[src/rtl/irq_agg_pkg.sv]
package irq_agg_pkg;

    // Byte offsets of the register window. Software depends on these values.
    localparam logic [7:0] OFF_COUNT   = 8'h00;
    localparam logic [7:0] OFF_ACTIVE  = 8'h04;
    localparam logic [7:0] OFF_FLUSH   = 8'h08;
    localparam logic [7:0] OFF_EN_CLR  = 8'h0C;
    localparam logic [7:0] OFF_EN_SET  = 8'h10;

    typedef enum logic [2:0] {
        SEL_NONE,
        SEL_COUNT,
        SEL_ACTIVE,
        SEL_FLUSH,
        SEL_EN_CLR,
        SEL_EN_SET
    } reg_sel_e;

endpackage

[src/rtl/irq_line_sync.sv]
module irq_line_sync #(
    parameter int STAGES = 2
) (
    input  logic clk,
    input  logic rst_n,
    input  logic async_in,
    output logic rise,
    output logic fall
);
    logic [STAGES-1:0] chain_q;
    logic              last_q;

    always_ff @(posedge clk or negedge rst_n) begin
        if (!rst_n) begin
            chain_q <= '0;
            last_q  <= 1'b0;
        end else begin
            chain_q <= {chain_q[STAGES-2:0], async_in};
            last_q  <= chain_q[STAGES-1];
        end
    end

    assign rise = chain_q[STAGES-1] & ~last_q;
    assign fall = ~chain_q[STAGES-1] & last_q;
endmodule

[src/rtl/irq_mask_core.sv]
module irq_mask_core #(
    parameter int NUM_LINES = 32
) (
    input  logic                 clk,
    input  logic                 rst_n,
    input  logic [NUM_LINES-1:0] rise_vec,
    input  logic [NUM_LINES-1:0] fall_vec,
    input  logic                 flush,
    input  logic [NUM_LINES-1:0] en_set,
    input  logic [NUM_LINES-1:0] en_clr,
    output logic [NUM_LINES-1:0] pend_q,
    output logic [NUM_LINES-1:0] en_q,
    output logic                 irq_q
);
    always_ff @(posedge clk or negedge rst_n) begin
        if (!rst_n) begin
            pend_q <= '0;
            en_q   <= '0;
            irq_q  <= 1'b0;
        end else begin
            // A flush wins over any edge seen in the same cycle.
            if (flush) begin
                pend_q <= '0;
                en_q   <= '0;
            end else begin
                pend_q <= (pend_q | rise_vec) & ~fall_vec;
                en_q   <= (en_q | en_set) & ~en_clr;
            end
            irq_q <= |(pend_q & en_q);
        end
    end
endmodule

[src/rtl/irq_read_port.sv]
module irq_read_port #(
    parameter int NUM_LINES = 32,
    parameter int DATA_W    = 32
) (
    input  logic                   clk,
    input  logic                   rst_n,
    input  logic                   rd_en,
    input  irq_agg_pkg::reg_sel_e  sel,
    input  logic [NUM_LINES-1:0]   active,
    output logic [DATA_W-1:0]      rd_data
);
    import irq_agg_pkg::*;

    localparam int CNT_W = $clog2(NUM_LINES + 1);

    logic [CNT_W-1:0]  count;
    logic [DATA_W-1:0] rd_next;

    always_comb begin
        count = '0;
        for (int i = 0; i < NUM_LINES; i++) begin
            count = count + CNT_W'(active[i]);
        end
    end

    always_comb begin
        rd_next = '0;
        if (rd_en) begin
            unique case (sel)
                SEL_COUNT:  rd_next = DATA_W'(count);
                SEL_ACTIVE: rd_next = DATA_W'(active);
                default:    rd_next = '0;
            endcase
        end
    end

    always_ff @(posedge clk or negedge rst_n) begin
        if (!rst_n) rd_data <= '0;
        else        rd_data <= rd_next;
    end
endmodule

[src/rtl/irq_aggregator.sv]
module irq_aggregator #(
    parameter int NUM_LINES   = 32,
    parameter int DATA_W      = 32,
    parameter int ADDR_W      = 8,
    parameter int SYNC_STAGES = 2
) (
    input  logic                 clk,
    input  logic                 rst_n,
    input  logic [NUM_LINES-1:0] irq_in,
    input  logic [ADDR_W-1:0]    bus_addr,
    input  logic                 bus_wr_en,
    input  logic [DATA_W-1:0]    bus_wr_data,
    input  logic                 bus_rd_en,
    output logic [DATA_W-1:0]    bus_rd_data,
    output logic                 irq_out
);
    import irq_agg_pkg::*;

    reg_sel_e             sel;
    logic [NUM_LINES-1:0] rise_vec, fall_vec;
    logic [NUM_LINES-1:0] pend_vec, en_vec;
    logic [NUM_LINES-1:0] set_mask, clr_mask;
    logic                 flush;

    always_comb begin
        if      (bus_addr == ADDR_W'(OFF_COUNT))  sel = SEL_COUNT;
        else if (bus_addr == ADDR_W'(OFF_ACTIVE)) sel = SEL_ACTIVE;
        else if (bus_addr == ADDR_W'(OFF_FLUSH))  sel = SEL_FLUSH;
        else if (bus_addr == ADDR_W'(OFF_EN_CLR)) sel = SEL_EN_CLR;
        else if (bus_addr == ADDR_W'(OFF_EN_SET)) sel = SEL_EN_SET;
        else                                      sel = SEL_NONE;
    end

    assign flush    = bus_wr_en && (sel == SEL_FLUSH);
    assign set_mask = (bus_wr_en && sel == SEL_EN_SET) ? bus_wr_data[NUM_LINES-1:0] : '0;
    assign clr_mask = (bus_wr_en && sel == SEL_EN_CLR) ? bus_wr_data[NUM_LINES-1:0] : '0;

    for (genvar g = 0; g < NUM_LINES; g++) begin : g_line
        irq_line_sync #(.STAGES(SYNC_STAGES)) u_sync (
            .clk      (clk),
            .rst_n    (rst_n),
            .async_in (irq_in[g]),
            .rise     (rise_vec[g]),
            .fall     (fall_vec[g])
        );
    end

    irq_mask_core #(.NUM_LINES(NUM_LINES)) u_core (
        .clk      (clk),
        .rst_n    (rst_n),
        .rise_vec (rise_vec),
        .fall_vec (fall_vec),
        .flush    (flush),
        .en_set   (set_mask),
        .en_clr   (clr_mask),
        .pend_q   (pend_vec),
        .en_q     (en_vec),
        .irq_q    (irq_out)
    );

    irq_read_port #(.NUM_LINES(NUM_LINES), .DATA_W(DATA_W)) u_rd (
        .clk     (clk),
        .rst_n   (rst_n),
        .rd_en   (bus_rd_en),
        .sel     (sel),
        .active  (pend_vec & en_vec),
        .rd_data (bus_rd_data)
    );
endmodule

[config.mk]
export PLATFORM = sky130hd
export DESIGN_NAME = irq_aggregator
export DESIGN_NICKNAME = d
export VERILOG_FILES = /design/src/rtl/irq_agg_pkg.sv /design/src/rtl/irq_line_sync.sv /design/src/rtl/irq_mask_core.sv /design/src/rtl/irq_read_port.sv /design/src/rtl/irq_aggregator.sv
export SDC_FILE = /design/constraint.sdc
export NUM_CORES = 1
export LEC_CHECK = 0
export BUFFER_PORTS_ARGS = -buffer_cell sky130_fd_sc_hd__buf_2
export CAP_MARGIN = 20
export CORE_MARGIN = 2
export CORE_UTILIZATION = 60
export CTS_CLUSTER_SIZE = 40
export DETAILED_ROUTE_END_ITERATION = 10
export GPL_TIMING_DRIVEN = 0
export PLACE_DENSITY = 0.82
export SYNTH_ARGS = -nofsm -noshare
export SYNTH_HDL_FRONTEND = slang
export SYNTH_HIERARCHICAL = 1
export SYNTH_SLANG_ARGS = --single-unit
[constraint.sdc]
create_clock -name clk -period 10 [get_ports clk]
set_clock_uncertainty 0.05 [all_clocks]
set_input_delay 0 -clock clk [delete_from_list [all_inputs] [get_ports clk]]
set_output_delay 0 -clock clk [all_outputs]
set_load 0.02 [all_outputs]
==> results_dict.tcl <==
set metrics [dict create \
    status "finished, final reports clean" \
    drv_cap 0 \
    slew_headroom_pct 44.8 \
    postSynthCellCount 699 \
    cts_buffer_depth 2 \
    viasPerCell 5.41 \
    initial_core_util_pct 60.9 \
    rsz0062_at_grt "false" \
    vias 5875 \
    setup_violations 0 \
    dr.first_iter.drc_count 473 \
    postCtsResizedCells 0 \
    fin_nets 999 \
    cts_made_buffers 17 \
    grt_start_max_net_pins 130 \
    antenna_found_initial 0 \
    ys_ff_latch 193 \
    yosys_warnings 6 \
    ctsHoldBuffers 66 \
    totalWireLength_um 20100 \
    fp.dieArea_um2 14900 \
    grt_pass1_vias 6106 \
    start_kind "flip-flop" \
    clockRootBuffer "clkbuf_16" \
    synth_compound_area_share_pct 2.60 \
    crit_path_max_fanout 3 \
    total_power_w 0.00168 \
    grt.met1_usage_pct 37.7 \
    ant_nets 0 \
    synthSimpleGateAreaFrac_pct 28.2 \
    period_needed_ps 4940 \
    synthAdderAreaFrac_pct 6.78 \
    seqPwrFrac_pct 50.9 \
    synth_edf_count 0 \
    use_met3_pct 5.34 \
    num_rows 43 \
    yosys.area_share.xor_xnor_pct 0.209 \
    final_area_um2 10400 \
    ys_seq_area_share_pct 57.6 \
    dr.pass1.iters 5 \
    drc_errors 0 \
    grt_pass1_wl_um 31900 \
    fp.dieW_um 122 \
    p_leak_nw 4.82 \
    detail_route.wl_per_cell_um 18.5 \
    drv_slew 0 \
    multi_input_area_um2 3160 \
    arrival_ps 5200 \
    htreeDepth 4 \
    worstSetupEndpointType "flip-flop" \
    antenna_cells 0 \
    clkLatencyLatePin_ps 430 \
    p_int_w 0.00125 \
    peakVddDrop_mv 0.130 \
    port_buffers 107 \
    final_common_cell "dfrtp_1" \
    postSynth.asyncResetShare_pct 100 \
    path_class "flip-flop to flip-flop" \
    fillCellCount 900 \
    track_usage_pct 29.2 \
    seq_area_um2 4830 \
    grt_busiest_layer "met2" \
    path_clk_slew_ps 70 \
    area_growth_pct 24.4 \
    syn-cell-area_um2 8380 \
    postCtsSetupBuffers 0 \
    fmax_mhz 202 \
    worst_pin_slew_ps 828 \
    place.detailed.hpwl_um 13900 \
    period_share_pct 49.4 \
    clock_power_share_pct 39.7 \
    synth_nets 806 \
    syn_avg_cell_area_um2 12.0 \
    gr-total-overflow 0 \
    combPwrFrac_pct 9.5 \
    hold_violations 0 \
    clkSinkCount 193 \
    finish.utilization_pct 75.7 \
    synth_top_family_by_area "simple AND/OR/NAND/NOR gates" \
    power_density_nw_per_um2 161 \
    ys_types 44 \
    ios 109 \
    layout_common_cells "dfrtp_1 (193), buf_2 (108), nor3_1 (69)" \
    switchingPower_w 0.000427 \
    whs_ps 42.4 \
    p_sw_share_pct 25.4 \
    setup_tns_ps 0 \
    place_area_um2 9180 \
    ys.flop_type "dfrtp_1" \
    synthMuxAreaShare_pct 0 \
    rr_worst_depth 14 \
    min_path_type "primary input to asynchronous set/reset pin" \
    grtUsageMet2_pct 48.7 \
    required_ps 10260 \
    core_area_um2 13800 \
    rrSetupSlack_ps 5060 \
    fp.dieH_um 122 \
    gp_congestion 0.914 \
    cts_tree "yes" \
    drive_above_1_share_pct 28.2 \
]
## metal layers
metal | up-vias | wire length, µm
met5 | - | 0
met4 | 0 | 717
met3 | 38 | 1130
met2 | 235 | 10100
met1 | 2919 | 8150
li1 | 2683 | -
## cells in the mapped netlist, types with 14 or more instances
| master | number | area share (%) |
|---|---|---|
| and2b_2 | 32 | 3.3 |
| nor3_2 | 58 | 6.9 |
| fa_1 | 24 | 5.7 |
| clkbuf_1 | 14 | 0.63 |
| dfrtp_1 | 193 | 58 |
| a22oi_1 | 15 | 1.3 |
| nor2b_1 | 32 | 2.4 |
| and2_1 | 58 | 4.3 |
| nor3_1 | 69 | 4.1 |
| inv_1 | 43 | 1.9 |
| nand2_1 | 35 | 1.6 |
| nor2_1 | 64 | 2.9 |
## path summary, 6_finish.rpt
kind | startpoint | end
worst max-delay path | u_core/pend_q[23]$_DFF_PN0_ | u_rd/rd_data[4]$_DFF_PN0_
worst min-delay path | rst_n | g_line[30].u_sync/last_q$_DFF_PN0_
worst max register to register | u_core/pend_q[23]$_DFF_PN0_ | u_rd/rd_data[4]$_DFF_PN0_
worst min register to register | g_line[30].u_sync/chain_q[0]$_DFF_PN0_ | g_line[30].u_sync/chain_q[1]$_DFF_PN0_
max in group asynchronous | rst_n | u_core/pend_q[16]$_DFF_PN0_
min in group clk | bus_addr[7] | u_rd/rd_data[2]$_DFF_PN0_
## through the flow
stage,setup WS [ps],cells
after floorplan,5320,699
after global placement,5060,986
after detailed placement,5060,987
after CTS,5040,1085
after global routing,4850,1085
final,5060,1085
## power groups by stage
stage | Combinational [W] | Clock, W | Sequential [W]
floorplan | 0.0000766 | 0 | 0.000858
global placement | 0.000129 | 0 | 0.000865
detailed placement | 0.000137 | 0 | 0.000868
CTS | 0.000158 | 0.000675 | 0.000854
global route | 0.000177 | 0.000713 | 0.000859
finish | 0.000159 | 0.000667 | 0.000855
## flip-flops by register name (all words and copies together) (netlist names)
name,count
u_core/pend_q,32
u_rd/rd_data,32
g_line.u_sync/chain_q,64
g_line.u_sync/last_q,32
u_core/irq_q,1
u_core/en_q,32
## critical path: stages (launching register included)
cell and delay [ps]:
dfrtp_1 410, and2_1 210, inv_1 80, fa_1 510, fa_1 560, fa_1 450
fa_1 570, fa_1 440, fa_1 490, inv_1 40, ha_1 210, fa_1 470
nand3_1 130, a211o_1 140, nand3_1 80
## area by class of cell
class	count	area share, %
tap	180	2.16
multi-input combinational	433	30.3
timing repair buffer	174	11.8
clock inverter	14	1.43
inverter	43	1.55
clock buffer	18	4.21
sequential	193	46.3
buffer	30	2.18
## kinds of logic after synthesis
logic type,Yosys count
simple gates,372
compound gates,28
fa+ha+maj,31
flops,193
buf+inv,73
xor+xnor,2
Power figures use the tool's default switching activity.
